**src/rtl/adc_seq_pkg.sv**
```systemverilog
package adc_seq_pkg;

  localparam int LEN_W = 12;
  localparam logic [1:0] CONV_RSVD = 2'b01;

  typedef enum logic [1:0] {PH_IDLE, PH_SAMP, PH_COMP, PH_XTRA} phase_e;

  // slot is the comparison length divided by the 10 bit decisions
  typedef struct packed {
    logic [LEN_W-1:0] samp;
    logic [LEN_W-1:0] slot;
    logic [LEN_W-1:0] xtra;
  } phase_len_t;

  function automatic phase_len_t mk(input int s, input int c, input int x);
    phase_len_t r;
    r.samp = LEN_W'(s);
    r.slot = LEN_W'(c);
    r.xtra = LEN_W'(x);
    return r;
  endfunction

  function automatic phase_len_t lookup(input logic [1:0] cf, input logic [1:0] sf);
    case ({cf, sf})
      4'b0000: return mk(120,  24,  28);
      4'b0001: return mk(140,  28,  16);
      4'b0010: return mk(200,  28,  52);
      4'b0011: return mk(400,  28,  44);
      4'b1100: return mk(240,  12,  52);
      4'b1101: return mk(280,  56,  28);
      4'b1110: return mk(400,  56, 100);
      4'b1111: return mk(800,  56,  52);
      4'b1000: return mk(480,  96, 100);
      4'b1001: return mk(560, 112,  52);
      4'b1010: return mk(800, 112, 196);
      4'b1011: return mk(1600, 112, 164);
      default: return mk(1, 1, 1);
    endcase
  endfunction

endpackage

```
**src/rtl/adc_unit_timer.sv**
```systemverilog
module adc_unit_timer #(
  parameter int W = 12
) (
  input  logic         clk,
  input  logic         rst,
  input  logic         clr,
  input  logic         run,
  input  logic         tick,
  input  logic [W-1:0] limit,
  output logic         last
);

  logic [W-1:0] cnt;

  assign last = tick && run && !clr && (cnt == limit - W'(1));

  always_ff @(posedge clk) begin
    if (rst || clr || last) cnt <= '0;
    else if (tick && run)   cnt <= cnt + W'(1);
  end

  // counter only moves on a time unit
  p_hold_r8: assert property (@(posedge clk) disable iff (rst)
    (!tick && !clr) |=> $stable(cnt));

  p_cnt_bound_r2: assert property (@(posedge clk) disable iff (rst)
    run |-> (cnt < limit));

endmodule

```
**src/rtl/adc_sar_reg.sv**
```systemverilog
module adc_sar_reg #(
  parameter int N = 10
) (
  input  logic         clk,
  input  logic         rst,
  input  logic         init,
  input  logic         step,
  input  logic         cmp,
  output logic [N-1:0] code,
  output logic         last
);

  localparam int IW = (N > 1) ? $clog2(N) : 1;

  logic [IW-1:0] idx;

  assign last = step && (idx == '0);

  always_ff @(posedge clk) begin
    if (rst) begin
      code <= '0;
      idx  <= '0;
    end else if (init) begin
      code        <= '0;
      code[N-1]   <= 1'b1;
      idx         <= IW'(N-1);
    end else if (step) begin
      code[idx] <= cmp;
      if (idx != '0) begin
        code[idx - IW'(1)] <= 1'b1;
        idx <= idx - IW'(1);
      end
    end
  end

  // the bit under test is always set while it is being decided
  p_trial_set_r4: assert property (@(posedge clk) disable iff (rst)
    step |-> code[idx]);

endmodule

```
**src/rtl/adc_phase_seq.sv**
```systemverilog
module adc_phase_seq
  import adc_seq_pkg::*;
#(
  parameter int RES_BITS = 10
) (
  input  logic                clk,
  input  logic                rst,
  input  logic                tu_en,
  input  logic                start_req,
  input  logic [1:0]          conv_sel,
  input  logic [1:0]          samp_sel,
  input  logic                cmp_in,
  output logic                busy,
  output logic                sample_en,
  output logic                done,
  output logic                cfg_err,
  output logic [RES_BITS-1:0] dac_code,
  output logic [RES_BITS-1:0] result
);

  phase_e           phase;
  logic [1:0]       lat_conv, lat_samp;
  phase_len_t       lens;
  logic [LEN_W-1:0] limit;
  logic             accept, t_last, sar_init, sar_step, sar_last, active;

  assign lens      = lookup(lat_conv, lat_samp);
  assign accept    = start_req && (phase == PH_IDLE) && (conv_sel != CONV_RSVD);
  assign active    = (phase != PH_IDLE);
  assign sample_en = (phase == PH_SAMP);
  assign sar_init  = (phase == PH_SAMP) && t_last;
  assign sar_step  = (phase == PH_COMP) && t_last;

  always_comb begin
    case (phase)
      PH_COMP: limit = lens.slot;
      PH_XTRA: limit = lens.xtra;
      default: limit = lens.samp;
    endcase
  end

  adc_unit_timer #(.W(LEN_W)) u_timer (
    .clk(clk), .rst(rst), .clr(accept), .run(active),
    .tick(tu_en), .limit(limit), .last(t_last)
  );

  adc_sar_reg #(.N(RES_BITS)) u_sar (
    .clk(clk), .rst(rst), .init(sar_init), .step(sar_step),
    .cmp(cmp_in), .code(dac_code), .last(sar_last)
  );

  always_ff @(posedge clk) begin
    if (rst) begin
      phase    <= PH_IDLE;
      lat_conv <= '0;
      lat_samp <= '0;
      busy     <= 1'b0;
      done     <= 1'b0;
      cfg_err  <= 1'b0;
      result   <= '0;
    end else begin
      done    <= 1'b0;
      cfg_err <= start_req && (phase == PH_IDLE) && (conv_sel == CONV_RSVD);
      case (phase)
        PH_IDLE: if (accept) begin
          lat_conv <= conv_sel;
          lat_samp <= samp_sel;
          phase    <= PH_SAMP;
          busy     <= 1'b1;
        end
        PH_SAMP: if (t_last) phase <= PH_COMP;
        PH_COMP: if (sar_last) phase <= PH_XTRA;
        PH_XTRA: if (t_last) begin
          phase  <= PH_IDLE;
          busy   <= 1'b0;
          done   <= 1'b1;
          result <= dac_code;
        end
        default: phase <= PH_IDLE;
      endcase
    end
  end

  p_done_pulse_r5: assert property (@(posedge clk) disable iff (rst)
    done |=> !done);

  p_done_end_r5: assert property (@(posedge clk) disable iff (rst)
    done |-> (!busy && $past(busy)));

  p_result_hold_r5: assert property (@(posedge clk) disable iff (rst)
    !done |-> $stable(result));

  p_rsvd_idle_r6: assert property (@(posedge clk) disable iff (rst)
    cfg_err |-> !busy);

  p_latched_r7: assert property (@(posedge clk) disable iff (rst)
    busy |=> ($stable(lat_conv) && $stable(lat_samp)));

  p_sample_first_r3: assert property (@(posedge clk) disable iff (rst)
    $rose(busy) |-> sample_en);

  p_phase_hold_r8: assert property (@(posedge clk) disable iff (rst)
    (busy && !tu_en) |=> (phase == $past(phase)));

endmodule

```
**config.mk**
```make
export PLATFORM = sky130hd
export DESIGN_NAME = adc_phase_seq
export DESIGN_NICKNAME = d
export VERILOG_FILES = /design/src/rtl/adc_seq_pkg.sv /design/src/rtl/adc_unit_timer.sv /design/src/rtl/adc_sar_reg.sv /design/src/rtl/adc_phase_seq.sv
export SDC_FILE = /design/constraint.sdc
export NUM_CORES = 1
export LEC_CHECK = 0
export ABC_AREA = 1
export BUFFER_PORTS_ARGS = -buffer_cell sky130_fd_sc_hd__buf_2
export CAP_MARGIN = 30
export CORE_MARGIN = 8
export CORE_UTILIZATION = 45
export DETAILED_ROUTE_END_ITERATION = 7
export HOLD_SLACK_MARGIN = 0.08
export PLACE_DENSITY = 0.71
export SETUP_SLACK_MARGIN = 0.02
export SYNTH_ARGS = -nofsm -noshare
export SYNTH_HDL_FRONTEND = slang
export SYNTH_SLANG_ARGS = --single-unit
```
**constraint.sdc**
```tcl
create_clock -name clk -period 3.5 [get_ports clk]
set_input_delay 0.35 -clock clk [delete_from_list [all_inputs] [get_ports clk]]
set_output_delay 0.35 -clock clk [all_outputs]
set_load 0.01 [all_outputs]
```
==> flow_summary.json <==
{
  "die_h_um": 106,
  "synth_edf_count": 0,
  "grt_usage_pct": 15.6,
  "fin_tns_setup_ns": 0,
  "worstSetupPathType": "flop to flop",
  "relSlewSlack_pct": 61.8,
  "cts_buffers": 9,
  "hold_ws_ns": 0.275,
  "layout-drive-gt1-share_pct": 15.0,
  "fillers": 785,
  "most-common-layout-cells": "nand2_1 (126), nor2_1 (72), inv_1 (71), dfxtp_1 (66), buf_2 (32)",
  "synth_cells": 524,
  "dp.cells": 656,
  "hpwl_mm": 6.59,
  "p_total_mw": 2.43,
  "required_ns": 3.77,
  "p_switching_mw": 0.999,
  "combPwrFrac_pct": 38.0,
  "vias": 3344,
  "finalCriticalPeriod_ns": 3.06,
  "grt_overflow_total": 0,
  "root_buffer": "clkbuf_8",
  "critPathMaxFanout": 16,
  "p_leak_nw": 2.00,
  "dieArea_um2": 11300,
  "clock_sinks": 66,
  "final_cells": 673,
  "drc_errors": 0,
  "rsz0062_at_grt": "false",
  "clockBufferDepth": 2,
  "antenna_found_initial": 0,
  "path_clk_slew_ns": 0.07,
  "ys.flop_type": "dfxtp_1",
  "layout.nets": 591,
  "final_core_util_pct": 51.0,
  "swShare_pct": 41.0,
  "powerDensity_nw_per_um2": 593,
  "ys_ff_latch": 66,
  "cp_slowest_cell": "ha_1",
  "firstDrtPassIters": 4,
  "fmaxAchievable_mhz": 327,
  "grt_max_degree": 17,
  "cp_top_family": "simple AND/OR/NAND/NOR gates",
  "grt_pass1_wl_mm": 14.3,
  "fin_crit_sh_pct": 87.4,
  "async_flop_share_pct": 0,
  "wire_per_inst_um": 12.5,
  "setup_viol": 0,
  "p_clk_share_pct": 24.7,
  "finClkSkew_ns": 0.0109,
  "routabilityCongestion": 0.901,
  "ys.warnings.count": 0,
  "drt-initial-drc-count": 173,
  "grt_pass1_vias": 3017,
  "critPathMaxStageDelay_ns": 0.48,
  "worst_pin_slew_ns": 0.569,
  "hold_buffers": 0,
  "die_w_um": 106,
  "insertedDiodeCount": 0,
  "synthToLayoutAreaGrowth_pct": 12.2,
  "htreeDepth": 3,
  "min_path_type": "primary input to flop",
  "slew_viol_final": 0,
  "critPathBufInv": 2,
  "insertion_delay_ns": 0.36,
  "seq_area_frac_synth_pct": 36.1,
  "vias_per_cell": 4.97,
  "cts_tree": "done",
  "yosysUniqueCellTypes": 35,
  "p_int_mw": 1.44,
  "ant_nets": 0,
  "syn_nets": 552,
  "io_pins": 33,
  "ir_worst_vdd_mv": 0.372,
  "syn-cell-area_um2": 3660,
  "end_kind": "flop",
  "drv_cap": 0,
  "cp.arrival_ns": 3.33,
  "core_area_um2": 8050,
  "power_frac_seq_pct": 37.3,
  "status": "finished clean",
  "routed_wirelength_mm": 8.43,
  "worstSetupStartpointType": "flop",
  "synth_area_per_cell_um2": 6.98,
  "start_util_pct": 45.4,
  "final_common_cell": "nand2_1",
  "worstPathCellList": "inv_1 -> ha_1 -> nor2_4 -> a21oi_2 -> ha_1 -> xor2_1 -> nand2_1 -> a21oi_1 -> nand2_1 -> nor2_2 -> nand3_2 -> nor2_8 -> nand2_4 -> inv_2 -> nor2_1 -> nor3_1",
  "rows": 33,
  "portBuffers": 32,
  "finalHoldViolCount": 0
}
## metal layers
layer	vias to the layer above	GRT usage [%]	wire length, um
li1	1754	-	-
met1	1507	21.5	4260
met2	73	22.8	3630
met3	10	3.63	413
met4	0	6.13	126
met5	-	0	0
## per-stage QoR
stage               setup WS, ns  area [um2]
CTS                        0.325        4100
global route              0.0598        4100
floorplan                  0.822        3660
detailed placement         0.363        3910
finish                     0.440        4100
global placement           0.498        3910
## logic make-up after synthesis
group                      after synthesis  share of synthesized area [%]
and+or+nand+nor                        267                           32.0
buffers and inverters                   85                           9.75
AOI/OAI and AO/OA                       75                           12.7
DFF                                     66                           36.1
adders and majority gates               19                           6.50
xor gates and xnor gates                12                           2.87
## power groups by stage
stage               Clock (mW)  Sequential, mW  Combinational [mW]
floorplan                    0           0.914               0.736
global placement             0           0.923               0.898
detailed placement           0           0.925               0.910
CTS                      0.618           0.907               0.914
global route             0.645           0.918                1.06
finish                   0.601           0.907               0.926
## Yosys cell counts (3+ instances only)
master | instances | share of area, %
nand2_2 | 7 | 1.2
a21oi_2 | 3 | 0.72
buf_6 | 4 | 1.2
inv_1 | 71 | 7.3
o22ai_1 | 4 | 0.68
nand2_4 | 3 | 0.92
ha_1 | 19 | 6.5
dfxtp_1 | 66 | 36
o221ai_1 | 7 | 1.7
a21oi_1 | 19 | 2.6
xor2_1 | 10 | 2.4
nand4_1 | 3 | 0.51
inv_2 | 3 | 0.31
nor2_1 | 72 | 7.4
nand2_1 | 126 | 13
nor2_2 | 5 | 0.86
a211oi_2 | 4 | 1.4
o21ai_0 | 25 | 3.4
nor3_1 | 18 | 2.5
o21ai_1 | 7 | 0.96
clkbuf_1 | 3 | 0.31
nand3_1 | 25 | 3.4
## area by class of cell
| class | count | area, um2 | area share [%] |
|---|---|---|---|
| multi-input combinational | 373 | 1980 | 48.2 |
| sequential | 66 | 1320 | 32.2 |
| inverter | 75 | 283 | 6.89 |
| timing repair buffer | 38 | 205 | 5.00 |
| tap | 105 | 131 | 3.20 |
| clock buffer | 9 | 124 | 3.02 |
| clock inverter | 7 | 60.1 | 1.46 |
## flip-flops by register name, summed over array words and instances (netlist names)
signal,count
phase,2
done,1
u_sar.code,10
lat_conv,2
lens,21
u_timer.cnt,12
cfg_err,1
u_sar.idx,4
result,10
busy,1
lat_samp,2
## final timing paths
path / from / endpoint / slack, ns / depth (start not counted)
setup / recovery: phase[0] / u_sar.code[3] / 0.44 / 16
hold / removal: conv_sel[0] / cfg_err / 0.28 / 3
setup reg to reg: phase[0] / u_sar.code[3] / 0.44 / 16
hold reg to reg: busy / busy / 0.46 / 2
## tightest hold or removal path, cell delays in order
cell and delay [ns]:
buf_2 0.10, nand2_1 0.08, nor3_1 0.05
## repair_timing
item,in CTS,in global routing
setup buffers,0,1
gates resized for setup,0,0
endpoints found under the hold margin,0,0
setup endpoints to repair,0,18
(Power assumes the default switching activity.)
